===== src/rtl/aud_fmt_pkg.sv =====
package aud_fmt_pkg;
  typedef enum logic [1:0] {
    PRE_BLOCK = 2'd0,
    PRE_FIRST = 2'd1,
    PRE_OTHER = 2'd2
  } pre_e;

  function automatic logic [4:0] word_bits(input logic [1:0] code);
    case (code)
      2'd0:    return 5'd16;
      2'd1:    return 5'd18;
      2'd2:    return 5'd20;
      default: return 5'd24;
    endcase
  endfunction

  function automatic logic [3:0] tdm_chans(input logic [1:0] code);
    return {1'b0, code, 1'b0} + 4'd2;
  endfunction
endpackage


===== src/rtl/aud_deser.sv =====
module aud_deser
  import aud_fmt_pkg::*;
#(
  parameter int MAX_CH = 8,
  parameter int SLOT_W = 32,
  parameter int AUD_W  = 24
) (
  input  logic                      clk_i,
  input  logic                      rst_ni,
  input  logic                      sck_i,
  input  logic                      ws_i,
  input  logic                      sd_i,
  input  logic                      tdm_mode_i,
  input  logic [1:0]                ch_cnt_i,
  input  logic [1:0]                word_len_i,
  output logic                      smp_v_o,
  output logic [$clog2(MAX_CH)-1:0] smp_ch_o,
  output logic [AUD_W-1:0]          smp_data_o,
  output logic                      frm_end_o
);
  localparam int CH_W  = $clog2(MAX_CH);
  localparam int SW    = CH_W + 1;
  localparam int POS_W = $clog2(SLOT_W);

  logic [2:0]       sck_q;
  logic [1:0]       ws_q, sd_q;
  logic             ws_prev_q, armed_q;
  logic [POS_W-1:0] pos_q, wl_v;
  logic [SW-1:0]    slot_q, nch;
  logic [AUD_W-1:0] shreg_q, shift_in, lsb_mask;
  logic             sck_rise, start;

  always_ff @(posedge clk_i or negedge rst_ni) begin
    if (!rst_ni) begin
      sck_q <= '0;
      ws_q  <= '0;
      sd_q  <= '0;
    end else begin
      sck_q <= {sck_q[1:0], sck_i};
      ws_q  <= {ws_q[0], ws_i};
      sd_q  <= {sd_q[0], sd_i};
    end
  end

  assign sck_rise = sck_q[1] & ~sck_q[2];
  assign start    = tdm_mode_i ? ws_q[1] : (ws_q[1] != ws_prev_q);
  assign wl_v     = POS_W'(word_bits(word_len_i));
  assign nch      = tdm_mode_i ? SW'(tdm_chans(ch_cnt_i)) : SW'(2);
  assign shift_in = {shreg_q[AUD_W-2:0], sd_q[1]};
  assign lsb_mask = (AUD_W'(1) << (AUD_W - int'(wl_v))) - AUD_W'(1);

  always_ff @(posedge clk_i or negedge rst_ni) begin
    if (!rst_ni) begin
      ws_prev_q  <= 1'b0;
      armed_q    <= 1'b0;
      pos_q      <= '0;
      slot_q     <= '0;
      shreg_q    <= '0;
      smp_v_o    <= 1'b0;
      smp_ch_o   <= '0;
      smp_data_o <= '0;
      frm_end_o  <= 1'b0;
    end else begin
      smp_v_o <= 1'b0;
      if (sck_rise) begin
        ws_prev_q <= ws_q[1];
        if (start) begin
          armed_q <= 1'b1;
          pos_q   <= '0;
          slot_q  <= tdm_mode_i ? '0 : SW'(ws_q[1]);
        end else if (armed_q) begin
          if (pos_q < wl_v) shreg_q <= shift_in;
          if (pos_q == wl_v - POS_W'(1) && slot_q < nch) begin
            smp_v_o    <= 1'b1;
            smp_ch_o   <= slot_q[CH_W-1:0];
            smp_data_o <= shift_in << (AUD_W - int'(wl_v));
            frm_end_o  <= (slot_q == nch - SW'(1));
          end
          if (pos_q == POS_W'(SLOT_W - 1)) begin
            // I2S halves hold at the end; TDM steps to the next slot
            if (tdm_mode_i) begin
              pos_q <= '0;
              if (slot_q != SW'(MAX_CH)) slot_q <= slot_q + SW'(1);
            end
          end else begin
            pos_q <= pos_q + POS_W'(1);
          end
        end
      end
    end
  end

  assert_chan_active_R2: assert property (@(posedge clk_i) disable iff (!rst_ni)
    smp_v_o |-> (SW'(smp_ch_o) < nch));
  assert_low_bits_zero_R3: assert property (@(posedge clk_i) disable iff (!rst_ni)
    smp_v_o |-> ((smp_data_o & lsb_mask) == '0));
endmodule


===== src/rtl/aud_subframe.sv =====
module aud_subframe
  import aud_fmt_pkg::*;
#(
  parameter int MAX_CH = 8,
  parameter int CS_LEN = 192,
  parameter int AUD_W  = 24
) (
  input  logic                      clk_i,
  input  logic                      rst_ni,
  input  logic                      smp_v_i,
  input  logic [$clog2(MAX_CH)-1:0] smp_ch_i,
  input  logic [AUD_W-1:0]          smp_data_i,
  input  logic                      frm_end_i,
  input  logic [MAX_CH*CS_LEN-1:0]  cs_bits_i,
  input  logic                      ready_i,
  output logic                      valid_o,
  output logic [$clog2(MAX_CH)-1:0] chan_o,
  output logic [AUD_W+7:0]          subframe_o,
  output logic                      overflow_o
);
  localparam int FRM_W = $clog2(CS_LEN);

  logic [FRM_W-1:0] frm_idx_q;
  logic             cs_bit;
  pre_e             pre;
  logic [AUD_W+2:0] body;

  assign cs_bit = cs_bits_i[int'(smp_ch_i) * CS_LEN + int'(frm_idx_q)];
  assign pre    = (smp_ch_i != '0) ? PRE_OTHER :
                  (frm_idx_q == '0) ? PRE_BLOCK : PRE_FIRST;
  assign body   = {cs_bit, 1'b0, 1'b0, smp_data_i};

  always_ff @(posedge clk_i or negedge rst_ni) begin
    if (!rst_ni) begin
      frm_idx_q  <= '0;
      valid_o    <= 1'b0;
      chan_o     <= '0;
      subframe_o <= '0;
      overflow_o <= 1'b0;
    end else begin
      if (smp_v_i && frm_end_i)
        frm_idx_q <= (frm_idx_q == FRM_W'(CS_LEN - 1)) ? '0 : frm_idx_q + FRM_W'(1);
      if (smp_v_i) begin
        if (valid_o && !ready_i) begin
          overflow_o <= 1'b1;
        end else begin
          valid_o    <= 1'b1;
          chan_o     <= smp_ch_i;
          subframe_o <= {^body, body, 2'b00, pre};
        end
      end else if (ready_i) begin
        valid_o <= 1'b0;
      end
    end
  end

  assert_hold_R7: assert property (@(posedge clk_i) disable iff (!rst_ni)
    valid_o && !ready_i |=> valid_o && $stable(subframe_o) && $stable(chan_o));
  assert_drop_flag_R8: assert property (@(posedge clk_i) disable iff (!rst_ni)
    valid_o && !ready_i && smp_v_i |=> overflow_o);
  assert_sticky_R8: assert property (@(posedge clk_i) disable iff (!rst_ni)
    overflow_o |=> overflow_o);
  assert_frame_range_R5: assert property (@(posedge clk_i) disable iff (!rst_ni)
    frm_idx_q < FRM_W'(CS_LEN));
  assert_block_ch0_R4: assert property (@(posedge clk_i) disable iff (!rst_ni)
    valid_o && subframe_o[1:0] == 2'd0 |-> chan_o == '0);
  assert_parity_R6: assert property (@(posedge clk_i) disable iff (!rst_ni)
    valid_o |-> !(^subframe_o[AUD_W+7:4]));
endmodule


===== src/rtl/aud_fmt_top.sv =====
module aud_fmt_top #(
  parameter int MAX_CH = 8,
  parameter int CS_LEN = 192,
  parameter int SLOT_W = 32,
  parameter int AUD_W  = 24
) (
  input  logic                      clk_i,
  input  logic                      rst_ni,
  input  logic                      sck_i,
  input  logic                      ws_i,
  input  logic                      sd_i,
  input  logic                      tdm_mode_i,
  input  logic [1:0]                ch_cnt_i,
  input  logic [1:0]                word_len_i,
  input  logic [MAX_CH*CS_LEN-1:0]  cs_bits_i,
  input  logic                      ready_i,
  output logic                      valid_o,
  output logic [$clog2(MAX_CH)-1:0] chan_o,
  output logic [AUD_W+7:0]          subframe_o,
  output logic                      overflow_o
);
  localparam int CH_W = $clog2(MAX_CH);

  logic             smp_v, frm_end;
  logic [CH_W-1:0]  smp_ch;
  logic [AUD_W-1:0] smp_data;

  aud_deser #(.MAX_CH(MAX_CH), .SLOT_W(SLOT_W), .AUD_W(AUD_W)) u_deser (
    .clk_i, .rst_ni, .sck_i, .ws_i, .sd_i, .tdm_mode_i, .ch_cnt_i, .word_len_i,
    .smp_v_o(smp_v), .smp_ch_o(smp_ch), .smp_data_o(smp_data), .frm_end_o(frm_end)
  );

  aud_subframe #(.MAX_CH(MAX_CH), .CS_LEN(CS_LEN), .AUD_W(AUD_W)) u_subframe (
    .clk_i, .rst_ni,
    .smp_v_i(smp_v), .smp_ch_i(smp_ch), .smp_data_i(smp_data), .frm_end_i(frm_end),
    .cs_bits_i, .ready_i, .valid_o, .chan_o, .subframe_o, .overflow_o
  );
endmodule


===== config.mk =====
export PLATFORM = sky130hd
export DESIGN_NAME = aud_fmt_top
export DESIGN_NICKNAME = d
export VERILOG_FILES = /design/src/rtl/aud_fmt_pkg.sv /design/src/rtl/aud_deser.sv /design/src/rtl/aud_subframe.sv /design/src/rtl/aud_fmt_top.sv
export SDC_FILE = /design/constraint.sdc
export NUM_CORES = 1
export LEC_CHECK = 0
export BUFFER_PORTS_ARGS = -buffer_cell sky130_fd_sc_hd__buf_4
export CORE_AREA = 3 3 625 627
export CTS_CLUSTER_SIZE = 10
export DETAILED_ROUTE_END_ITERATION = 8
export DIE_AREA = 0 0 628 630
export PLACE_DENSITY = 0.3
export SLEW_MARGIN = 20
export SYNTH_ARGS = -nofsm -noshare
export SYNTH_HDL_FRONTEND = slang
export SYNTH_SLANG_ARGS = --single-unit

===== constraint.sdc =====
create_clock -name clk_i -period 5.05 [get_ports clk_i]
set_clock_uncertainty 0.15 [all_clocks]
set_input_delay 0 -clock clk_i [delete_from_list [all_inputs] [get_ports clk_i]]
set_output_delay 0 -clock clk_i [all_outputs]
set_load 0.02 [all_outputs]

==> results.md <==
- In this run the power spent charging and discharging nets is between 1 and 1.5 mW.
- The chip height is between 600 and 700 um.
- The final number of max-transition violations is 0.
- After layout, the minimum clock period comes to 4.761 ns.
- For this design the static power due to leakage is 14.38 nW.
- Sequential cells were found to cover approximately 15% of the synthesized design area.
- The Yosys step of the flow raised 0 warnings.
- The number of fill cells in the layout is 44.58k.
- The largest stage delay on the critical path is roughly 0.58 ns.
- In this run, distinct cell masters in the synthesized netlist total around 80.
- Cell internal power was estimated by the tool at between 2 and 2.5 mW.
- On the final layout, the worst hold slack is ~0.056 ns.
- The number of hold-slack violations in the final timing report is 0.
- The final-stage net count is approximately 4.7k.
- The endpoint class of the critical path is a flip-flop.
- The number of top-level pins is 1584.
- The number of levels the H-tree was split into is 3.
- Summing all flip-flop and latch instances after layout gives around 2800 um^2.
- Dividing the final minimum period by the clock period gives ~94%.
- The most common cell after layout, fill and taps aside is buf_4.
- In the synthesized netlist, the number of instances is ~1.5k.
- The clock sink total is around 110.
- The sort of element at the start of the critical path is a flip-flop.
- Summing over every cut layer, the via total after detailed routing is approximately 23k.
- The maximum count of clock buffers along a single path is 2.
- The fraction of synthesis flops using an asynchronous set or reset pin is 100.0%.
- The last weighted congestion value of the routability-driven placer is around 0.91.
- The type of the worst setup path is reg -> reg.
- IR analysis of the VDD net gives a maximum drop of ~0.00017 V.
- In this run, the clock network consumes 21.3% of the power.
- The initial antenna violation count was 90.
- The post-layout total power is roughly 3.7 mW.
- For this run, the detailed router's first-pass iteration total came to 5.
- Global routing consumed, over all layers together, 11.41% of the routing resources.
- Together, buffers and inverters on the worst path number 5.
- For the worst setup path, the data arrival time is between 4 and 5 ns.
- TritonCTS built the clock tree.
- The run finished with clean final reports.
- The final setup violation count is 0.
- The maximum number of pins on one net before global-route repair is 57.
- The routed via count divided by cell count is around 2.7.
- The remaining global-route overflow is 0.
- Static timing analysis puts the maximum clock frequency at 210.0 MHz.
- The TritonCTS buffer count is 9.
- The worst pin sits at a relative slew slack of between 20% and 30%.
- The iteration-0 DRC count of the detailed router is 1232.
- The top fanout value on the critical path is 23.
- The signal on the critical path passes through buf_12 -> buf_12 -> buf_12 -> buf_4 -> mux4_2 -> o22a_1 -> o22ai_1 -> nor3_1 -> o22ai_1 -> buf_4 -> a2bb2oi_1 -> a21oi_1 -> or4_1 -> a31oi_1.
- The HPWL after detailed placement is ~210000 um.
- The count of nets left with antenna violations once routing finished came out at 0.
- From synthesis to final layout, the design area changed by 108.0%.
- Registers are responsible for around 27% of the overall power.
- The min-delay analysis places its worst path in the category in -> reg.
- The source-to-sink clock delay at the later pin of the worst-skew pair is 0.40 ns.
- The number of register bits inferred by synthesis is approximately 110.
- The clock-pin slew on the worst setup and hold paths is 0.10 ns.
- Among all flip-flop cells after synthesis, the most frequent one is dfrtp_1.
- Counting stages on the worst path, the most repeated cell is buf_12.
- CTS placed an instance of clkbuf_16 at the clock tree root.
- The tool flagged a number of max-cap violations equal to 0.
- In the final routed layout, each cell accounts on average for approximately 28 um.
- Net switching is between 30% and 40% of the power.
- The mapped netlist covers 18340 um^2.
- The slew at the pin closest to its max-slew limit is 1.147 ns.
- The multi-input gate area in the final layout is around 15000 um^2.
- The worst-path cell with the longest stage delay is mux4_2.
- The number of buffers added on ports is between 1.5k and 2k.
- The number of global-route vias before repair is around 25k.
- The fraction of power consumed by combinational cells is approximately half.
- Counting flops with a built-in enable in the synthesized netlist gives 0.
- The wire length of the first global-routing pass is around 290000 um.
- Once the floorplan was initialized, standard cells occupied approximately 4.8% of the core.
- The die outline area is about 400000 um^2.
- For this run, design rule violations remaining after detail routing come to 0.
- The sum of routed wire length over all layers is between 200000 and 250000 um.
- The cell row count is around 230.
- Each instance of the synthesized netlist takes up on average ~12 um^2.
- For the worst setup path, the data required time is 5.22 ns.
- The areal power density over the cells is around 98 nW/um^2.
- The horizontal die dimension is roughly 630 um.
- Of the cells placed in the final design, the portion with a size suffix greater than 1 is a little under three quarters.
- Setup repair after global routing left no endpoint under its margin.
- In this run the standard cell core region covers about 390000 um^2.
- Leaving out fill and tap cells, the most frequent cells in the layout are 1728 x buf_4, 344 x mux4_2, 110 x nand2_1.
- Grouping stages by cell kind, the critical path spends the most delay in compound AO/OA/AOI/OAI gates.
## cell families after synthesis
family / after synthesis / synth area share (%)
other: 1 / 0.02045
buffers and inverters: 198 / 5.670
DFF: 111 / 15.15
and+or+nand+nor: 284 / 7.636
AOI/OAI and AO/OA: 351 / 13.18
xor gates and xnor gates: 38 / 1.815
muxes: 533 / 54.61
adders and majority gates: 27 / 1.924
## area by class of cell
cell class / instances / share of cell area, %
Antenna cell: 17 / 0.1116
Timing Repair Buffer: 1767 / 35.75
Sequential cell: 111 / 7.343
Multi-Input combinational cell: 1237 / 38.72
Clock buffer: 9 / 0.5906
Inverter: 29 / 0.2888
Tap cell: 5175 / 16.98
Clock inverter: 7 / 0.2100
## Yosys cell counts, types with 9 or more instances
master    count  area share, %
a211oi_1     15           0.61
a21oi_1      56            1.5
a221oi_1     15           0.72
a22o_1       21            1.0
a22oi_1      69            2.8
a31oi_1      15           0.51
buf_1        15           0.31
buf_2        36           0.98
buf_4        21           0.86
buf_6        15           0.92
clkbuf_1     78            1.6
dfrtp_1     111             15
ha_1         25            1.7
inv_1        27           0.55
mux2_2       65            4.0
mux2i_1     106            5.8
mux4_1       18            2.6
mux4_2      344             42
nand2_1     112            2.3
nand2b_1     11           0.38
nand3_1      18           0.49
nor2_1       45           0.92
nor2b_1      24           0.82
nor3_1       14           0.38
o21ai_0      62            1.7
o22ai_1      33            1.1
o31ai_1       9           0.37
xnor2_1      30            1.4
## metal layers
metal | GRT usage [%] | up-vias | share of wire, %
li1 | - | 9748 | -
met1 | 13.49 | 11920 | 40
met2 | 22.03 | 1097 | 54
met3 | 1.675 | 135 | 4.4
met4 | 1.319 | 12 | 1.3
met5 | 0 | - | 0.033
## tightest hold or removal path: cells and delay by family
family	cells	cell delay [ns]
buffers and inverters	1	0.09
AO/OA/AOI/OAI	2	0.19
AND/OR/NAND/NOR	1	0.09
adder cells (fa/ha/maj)	1	0.18
## worst paths after layout
path | startpoint | to | slack, ns | cells past startpoint
min in group asynchronous | rst_ni | u_deser.smp_data_o[18]$_DFFE_PN0P_ | 0.12 | 3
worst max-delay path | u_subframe.frm_idx_q[0]$_DFFE_PN0P_ | u_subframe.subframe_o[31]$_DFFE_PN0P_ | 0.29 | 14
worst max register to register | u_subframe.frm_idx_q[0]$_DFFE_PN0P_ | u_subframe.subframe_o[31]$_DFFE_PN0P_ | 0.29 | 14
worst min register to register | u_deser.ws_q[0]$_DFF_PN0_ | u_deser.ws_q[1]$_DFF_PN0_ | 0.21 | 0
worst min-delay path | word_len_i[1] | u_deser.smp_data_o[5]$_DFFE_PN0P_ | 0.06 | 5
max in group asynchronous | rst_ni | u_subframe.frm_idx_q[1]$_DFFE_PN0P_ | 3.80 | 3
## flip-flops by register name, summed over array words and instances, names as in the netlist, 2 cells and up
register and count:
u_subframe.subframe_o 28, u_deser.smp_data_o 24, u_deser.shreg_q 23, u_subframe.frm_idx_q 8, u_deser.pos_q 5, u_deser.slot_q 4
u_deser.sck_q 3, u_deser.smp_ch_o 3, u_subframe.chan_o 3, u_deser.sd_q 2, u_deser.ws_q 2
## timing repair
item | CTS | global route
endpoints found under the setup margin | 2 | 1
hold buffers | 7 | 0
resized for setup | 7 | 3
hold endpoints to repair | 118 | 0
buffers inserted | 3 | 0
## power by group through the flow
stage	logic [mW]	registers [mW]	clock network (mW)
floorplan	0.524	1.00	0
global placement	1.99	1.02	0
detailed placement	1.99	1.02	0
CTS	2.00	1.01	0.844
global route	2.08	1.01	0.864
finish	1.94	1.00	0.794
## through the flow
stage / worst slack, ns / std cells / setup TNS [ns] / instance area, um^2 / utilization, %
6_report: 0.2892 / 8352 / 0 / 38130 / 9.894
3_3_place_gp: -0.9126 / 8302 / -1.554 / 37470 / 9.721
3_5_place_dp: -0.3597 / 8309 / -0.3885 / 37610 / 9.758
5_1_grt: 0.0002225 / 8345 / 0 / 38110 / 9.889
4_1_cts: 0.01387 / 8335 / 0 / 38070 / 9.879
2_1_floorplan: 1.478 / 1546 / 0 / 18350 / -
No activity file was read; power rests on OpenSTA's default activity.
